## src/rtl/prc_pkg.sv

```systemverilog
package prc_pkg;

    typedef enum logic [1:0] {
        ACC_LOAD  = 2'd0,
        ACC_STORE = 2'd1,
        ACC_FETCH = 2'd2,
        ACC_ALT   = 2'd3
    } acc_kind_e;

    localparam int PERM_W = 3;
    localparam int PRM_RD = 0;
    localparam int PRM_WR = 1;
    localparam int PRM_EX = 2;

    localparam int ERR_W       = 6;
    localparam int ERR_PROT    = 0;
    localparam int ERR_WRITE   = 1;
    localparam int ERR_USER    = 2;
    localparam int ERR_RSVD    = 3;
    localparam int ERR_FETCH   = 4;
    localparam int ERR_PKEY    = 5;

endpackage

```

## src/rtl/prc_fault_encode.sv

```systemverilog
module prc_fault_encode
    import prc_pkg::*;
(
    input  logic [1:0]        acc_kind,
    input  logic              priv_user,
    input  logic              md_nxe,
    input  logic              md_smep,
    input  logic              rsvd_hit,
    input  logic              priv_fault,
    input  logic [PERM_W-1:0] base_perm,
    input  logic [PERM_W-1:0] key_mask,
    input  logic              key_active,
    output logic [PERM_W-1:0] eff_perm,
    output logic              allow,
    output logic [ERR_W-1:0]  err_code
);
    acc_kind_e         kind;
    logic [1:0]        idx;
    logic              blocked;
    logic              key_deny;
    logic [PERM_W-1:0] gate;

    always_comb begin
        kind = acc_kind_e'(acc_kind);
        unique case (kind)
            ACC_LOAD:  idx = 2'd0;
            ACC_STORE: idx = 2'd1;
            ACC_FETCH: idx = 2'd2;
            ACC_ALT:   idx = 2'd0;
        endcase

        blocked  = rsvd_hit || priv_fault;
        gate     = key_active ? key_mask : {PERM_W{1'b1}};
        eff_perm = blocked ? '0 : (base_perm & gate);
        key_deny = !blocked && key_active && !key_mask[idx];
        allow    = !blocked && eff_perm[idx];

        err_code = '0;
        if (!allow) begin
            err_code[ERR_PROT]  = 1'b1;
            err_code[ERR_WRITE] = (kind == ACC_STORE);
            err_code[ERR_USER]  = priv_user;
            err_code[ERR_RSVD]  = rsvd_hit;
            err_code[ERR_FETCH] = (kind == ACC_FETCH) && (md_nxe || md_smep);
            err_code[ERR_PKEY]  = key_deny;
        end
    end
endmodule

```

## config.mk

```make
export PLATFORM = sky130hd
export DESIGN_NAME = prc_fault_encode
export DESIGN_NICKNAME = d
export VERILOG_FILES = /design/src/rtl/prc_pkg.sv /design/src/rtl/prc_fault_encode.sv
export SDC_FILE = /design/constraint.sdc
export NUM_CORES = 1
export LEC_CHECK = 0
export BUFFER_PORTS_ARGS = -buffer_cell sky130_fd_sc_hd__buf_2
export CAP_MARGIN = 30
export CORE_AREA = 2 2 39 41
export DETAILED_ROUTE_END_ITERATION = 8
export DIE_AREA = 0 0 41 43
export GPL_ROUTABILITY_DRIVEN = 0
export SYNTH_ARGS = -nofsm -noshare
export SYNTH_HDL_FRONTEND = slang
export SYNTH_SLANG_ARGS = --single-unit
```

## constraint.sdc

```tcl
create_clock -name vclk -period 2.05
set_clock_uncertainty 0.05 [all_clocks]
set_input_delay 0.615 -clock vclk [all_inputs]
set_output_delay 0.615 -clock vclk [all_outputs]
set_load 0.01 [all_outputs]
```

==> results of run 1 <==
-- how the worst min path moves through the flow --
stage,start,to,cells after the start
after floorplan,key_active,err_code[5],2
after global placement,rsvd_hit,err_code[3],2
after detailed placement,rsvd_hit,err_code[3],2
after CTS,rsvd_hit,err_code[3],2
after global routing,rsvd_hit,err_code[3],2
final,rsvd_hit,err_code[3],2
-- cell families (layout without fill, tap and decap cells) --
kind of cell           after synthesis  after routing  synth area share, %
AO/OA/AOI/OAI                        6              6                 20.9
buffers and inverters                3             32                 8.24
multiplexers                         2              2                 14.3
AND/OR/NAND/NOR                     18             18                 56.6
-- metrics by stage --
step           hold WS (ns)  TNS, ns  setup WS (ns)  util, %
4_1_cts                1.38   -0.719         -0.205     35.1
2_1_floorplan          1.27  -0.0421        -0.0421        -
5_1_grt                1.39    -1.05         -0.257     36.5
6_report               1.38   -0.698         -0.197     36.5
3_3_place_gp           1.43   -0.841         -0.206     30.8
3_5_place_dp           1.43   -0.968         -0.239     30.8
-- power by group through the flow --
stage,combinational [mW],sequential [mW],clock [mW]
4_1_cts,0.0894,0,0
3_5_place_dp,0.0775,0,0
3_3_place_gp,0.0774,0,0
6_report,0.0934,0,0
5_1_grt,0.101,0,0
2_1_floorplan,0.0422,0,0
-- metal layers --
layer	routed length, µm	vias to the layer above	global-route usage, %	share of wire [%]
met3	72	0	0.524	9.2
met4	0	0	0	0
met1	308	155	12.4	39
met2	405	16	13.1	52
li1	-	171	-	-
met5	0	-	0	0
-- repair_timing --
action                                  4_1_cts  5_1_grt
gates cloned                                  0        0
buffers inserted                              1        0
endpoints found under the setup margin        6        7
pin swaps                                     6        2
resized for setup                            10        4
-- cells in the final DEF (no fill, tap or decap), types with 2 or more instances in the layout --
| master | count |
|---|---|
| a221o_1 | 2 |
| buf_6 | 5 |
| nand2b_4 | 2 |
| and3_4 | 2 |
| buf_2 | 19 |
| buf_4 | 6 |
| nor2_1 | 2 |
-- final cells by class --
cell class,count,area (µm²),share of cell area [%]
Multi-Input combinational cell,26,254,50.2
Timing Repair Buffer,32,231,45.8
Tap cell,16,20.0,3.96
-- critical path: cells and delay by family --
| kind | cells | cell delay, ns |
|---|---|---|
| compound gates | 1 | 0.30 |
| buf+inv | 2 | 0.24 |
| mux | 1 | 0.07 |
| simple gates | 2 | 0.35 |
==> qor.csv, run 1 <==
metric,value,unit
status,"finished, violations left",
violations,setup timing,
netlist_area,228,µm²
yosysSeqAreaShare,0,%
area_growth,122,%
grt_pass1_vias,270,
max_cap_viol_count,0,
irDropWorstVdd,0.0000611,V
critPathKind,primary input to output port,
drt_first_pass_iters,4,
dieArea,1760,µm²
cp_max_fo,5,
grt.overflow.total,0,
finalPower,0.0934,mW
startpoint,priv_fault,
antenna_found_initial,0,
synthDistinctLibCells,23,
setup_ws,-0.197,ns
pwr-share-seq,0,%
ant_nets,0,
placed_area,427,µm²
synth_top_area_share,9.89,%
netSwitchingFraction,41.8,%
die_y,43,µm
drt_wl_total,786,µm
comb_power_share,100.0,%
seq_area,0,µm²
grt_max_degree,9,
ys_warn_count,0,
ios,24,
postCtsHoldBufs,0,
p_per_area,185,nW/µm²
p_leak,0.247,nW
final_hold_viol_count,0,
syn_area_per_cell,7.85,µm²
grt_usage,8.20,%
core_area,1380,µm²
clockPowerShare,0,%
ys_top_cells_by_count,"nand2b_1 (3), a221o_1 (2), and3_4 (2), clkbuf_1 (2), nor2_1 (2)",
crit_chain,buf_8 -> nor2_4 -> and3_4 -> mux2i_4 -> a221o_1 -> buf_2,
crit_slowest_cell,a221o_1,
p_int,0.0543,mW
nClkBuffers,0,
crit_arrival,1.58,ns
drcViolationCount,0,
syn_nets,43,
fill_cells,147,
n_sequential_cell,0,
hold_path.class,primary input to output port,
diodes,0,
synthTopCellsByArea,"and3_4 (9.9%), mux2i_4 (9.9%), a221o_1 (8.8%), nand2b_1 (8.2%), buf_6 (4.9%)",
drt-vias-per-instance,4.62,
routedWlPerCell,10.6,µm
start_util,16.5,%
drt_iter0_drc,5,
endpoint,err_code[0],
netlist_instances,29,
final_cells,74,
end_kind,output port,
fmax,445,MHz
crit_path_start_kind,primary input,
slew-limit-headroom,83.6,%
switching_power,0.0390,mW
drive_gt1_share,75.9,%
setup_viol,5,
final_nets,74,
period_needed,2.25,ns
port_buffers,24,
required,1.38,ns
final_area,505,µm²
fin_crit_sh,110,%
dpl.cell_count,73,
fp.dieW,41,µm
slew_viol_final,0,
yosysMostFrequentCell,nand2b_1,
rows,14,
cp_slowest_stage_delay,0.30,ns
synth_top_cell_by_area,and3_4,
grt_pass1_wl,1100,µm
num_vias,342,
rsz0062_at_grt,yes,
worstMarginPinSlew,0.245,ns
dp_hpwl,613,µm
No activity file was read; power rests on OpenSTA's default activity.
==> run 2: changes to the inputs <==
- clock period: 2.05 -> 2.7 ns (I/O delays scaled with it)
==> qor.csv, run 2 (synthesized netlist as in run 1, its figures left out) <==
metric,value,unit
slew_viol_final,0,
dp_hpwl,620,µm
seq_area,0,µm²
final_cells,70,
whs,1.77,ns
p_per_area,136,nW/µm²
slew-limit-headroom,81.9,%
startpoint,priv_fault,
n_sequential_cell,0,
nClkBuffers,0,
die_y,43,µm
fp.dieW,41,µm
final_common_cell,buf_2,
period_needed,2.64,ns
rsz0062_at_grt,yes,
rows,14,
status,"finished, final reports clean",
grt_usage,8.79,%
drt-vias-per-instance,4.59,
drive_gt1_share,63.0,%
grt_max_degree,10,
ant_nets,0,
endpoint,err_code[0],
end_kind,output port,
finalPower,0.0546,mW
placed_area,372,µm²
dieArea,1760,µm²
final_nets,70,
area_growth,76.4,%
routedWlPerCell,9.87,µm
drt_wl_total,691,µm
diodes,0,
setup_ws,0.0615,ns
fmax,379,MHz
num_vias,321,
setup_tns,0,ns
crit_path_start_kind,primary input,
worstMarginPinSlew,0.270,ns
p_leak,0.195,nW
drt_iter0_drc,4,
required,1.84,ns
start_util,16.5,%
grt_pass1_vias,301,
grt_pass1_wl,1180,µm
fin_crit_sh,97.7,%
place_ws,-0.0313,ns
hold_path.class,primary input to output port,
hold_depth,2,
antenna_found_initial,0,
final_area,402,µm²
port_buffers,24,
critPathKind,primary input to output port,
drcViolationCount,0,
setup_viol,0,
drt_first_pass_iters,2,
cp_max_fo,5,
mostFrequentLayoutCells,"buf_2 (22), buf_4 (4), nand2b_1 (3)",
grt.overflow.total,0,
dpl.cell_count,69,
finish.utilization,29.0,%
irDropWorstVdd,0.0000427,V
max_cap_viol_count,0,
core_area,1380,µm²
final_hold_viol_count,0,
crit_arrival,1.78,ns
ios,24,
run 2: per-layer routing:
metal  part of all wire, %  vias up  track usage [%]  wire length [µm]
met5                     0        -                0                 0
li1                      -      162                -                 -
met1                    38      143             11.4               265
met3                    14        0             1.57                97
met4                     0        0                0                 0
met2                    48       16             15.3               329
run 2: worst min-delay path by stage:
stage	start	to	slack, ns
3_5_place_dp	rsvd_hit	err_code[3]	1.82
4_1_cts	rsvd_hit	err_code[3]	1.81
6_report	rsvd_hit	err_code[3]	1.77
2_1_floorplan	key_active	err_code[5]	1.66
3_3_place_gp	rsvd_hit	err_code[3]	1.82
5_1_grt	rsvd_hit	err_code[3]	1.78
run 2: area by class of cell:
class,count,area [µm²]
well taps,16,20.0
repair buffers,28,166
fillers,153,982
multi-input cells,26,215
run 2: report_power, final:
part	internal (mW)	switching, mW	total, mW
Combinational	0.0296	0.0250	0.0546
Clock	0	0	0
Sequential	0	0	0
Total	0.0296	0.0250	0.0546
run 2: timing repair:
action | 4_1_cts | 5_1_grt
buffers inserted | 1 | 0
pin swaps | 4 | 3
gates resized for setup | 1 | 5
hold endpoints to repair | 0 | 0
hold buffers | 0 | 0
cloned | 0 | 0
setup endpoints to repair | 2 | 3
run 2: critical path, stage by stage:
cell	delay (ns)
buf_8	0.10
nor2_4	0.14
and3_4	0.22
mux2i_4	0.07
a221o_1	0.31
buf_2	0.14
==> run 3: changes to the inputs <==
- BUFFER_PORTS_ARGS: -buffer_cell sky130_fd_sc_hd__buf_2 -> default
- DONT_BUFFER_PORTS: default -> 1
==> qor.csv, run 3 (synthesized netlist as in run 1, its figures left out) <==
metric,value,unit
required,1.84,ns
post-cts-setup-buffers,0,
critPathKind,primary input to output port,
crit_arrival,1.75,ns
grt_usage,7.20,%
slew-limit-headroom,74.4,%
grt.overflow.total,0,
mostFrequentLayoutCells,"nand2b_1 (3), and3_4 (2), a221o_1 (2), nor2_1 (2), buf_4 (2)",
slew_viol_final,0,
final_common_cell,nand2b_1,
whs,1.57,ns
num_vias,218,
crit_path_start_kind,primary input,
clockPowerShare,0,%
p_per_area,114,nW/µm²
routedWlPerCell,14.4,µm
status,"finished, final reports clean",
drt_wl_total,632,µm
rsz0062_at_grt,no,
drt_first_pass_iters,2,
start_util,16.5,%
drt-vias-per-instance,4.95,
final_hold_viol_count,0,
hold_path.class,primary input to output port,
p_leak,0.0775,nW
dieArea,1760,µm²
postCtsHoldBufs,0,
cp_max_fo,5,
irDropWorstVdd,0.0000226,V
seq_area,0,µm²
end_kind,output port,
p_int,0.0148,mW
port_buffers,0,
nClkBuffers,0,
fmax,383,MHz
fin_crit_sh,96.8,%
grt_pass1_vias,229,
setup_tns,0,ns
drt_iter0_drc,1,
antenna_found_initial,0,
setup_viol,0,
final_nets,44,
netSwitchingFraction,46.6,%
diodes,0,
grt_pass1_wl,938,µm
ios,24,
comb_power_share,100.0,%
drcViolationCount,0,
period_needed,2.61,ns
rows,14,
fp.dieW,41,µm
die_y,43,µm
max_cap_viol_count,0,
cts_resized,0,
switching_power,0.0129,mW
fill_cells,169,
worstMarginPinSlew,0.383,ns
ant_nets,0,
dp_hpwl,586,µm
grt_max_degree,10,
pwr-share-seq,0,%
n_sequential_cell,0,
area_growth,7.14,%
drive_gt1_share,25.0,%
core_area,1380,µm²
finish.utilization,17.6,%
run 3: layer usage:
metal	vias to the layer above	global-route usage, %	share of wire [%]
met2	16	10.9	43
met1	90	9.84	35
li1	112	-	-
met3	0	3.14	22
met5	-	0	0
met4	0	0	0
run 3: per-stage QoR:
step                      power [mW]  instances  setup slack (ns)  area [µm²]
after floorplan               0.0290         29             0.173         228
after global placement        0.0281         44            0.0675         244
after detailed placement      0.0283         44            0.0586         244
after CTS                     0.0283         44            0.0587         244
after global routing          0.0302         44            0.0234         244
final                         0.0277         44            0.0875         244
run 3: power groups by stage:
stage          Clock, mW  Combinational (mW)  Sequential, mW
2_1_floorplan          0              0.0290               0
3_3_place_gp           0              0.0281               0
3_5_place_dp           0              0.0283               0
4_1_cts                0              0.0283               0
5_1_grt                0              0.0302               0
6_report               0              0.0277               0
run 3: layout make-up:
cell class | count | area [µm²] | area share, %
Tap cell | 16 | 20.0 | 8.21
Multi-Input combinational cell | 26 | 209 | 85.6
Timing Repair Buffer | 2 | 15.0 | 6.15
run 3: final timing paths:
| kind | from | to | slack (ns) | depth (start not counted) |
|---|---|---|---|---|
| max | priv_fault | allow | 0.09 | 5 |
| min | rsvd_hit | err_code[3] | 1.57 | 0 |
run 3: critical path, stage by stage:
cell,delay (ns)
nor2_4,0.13
and3_4,0.24
mux2i_4,0.08
a221oi_1,0.31
buf_4,0.18
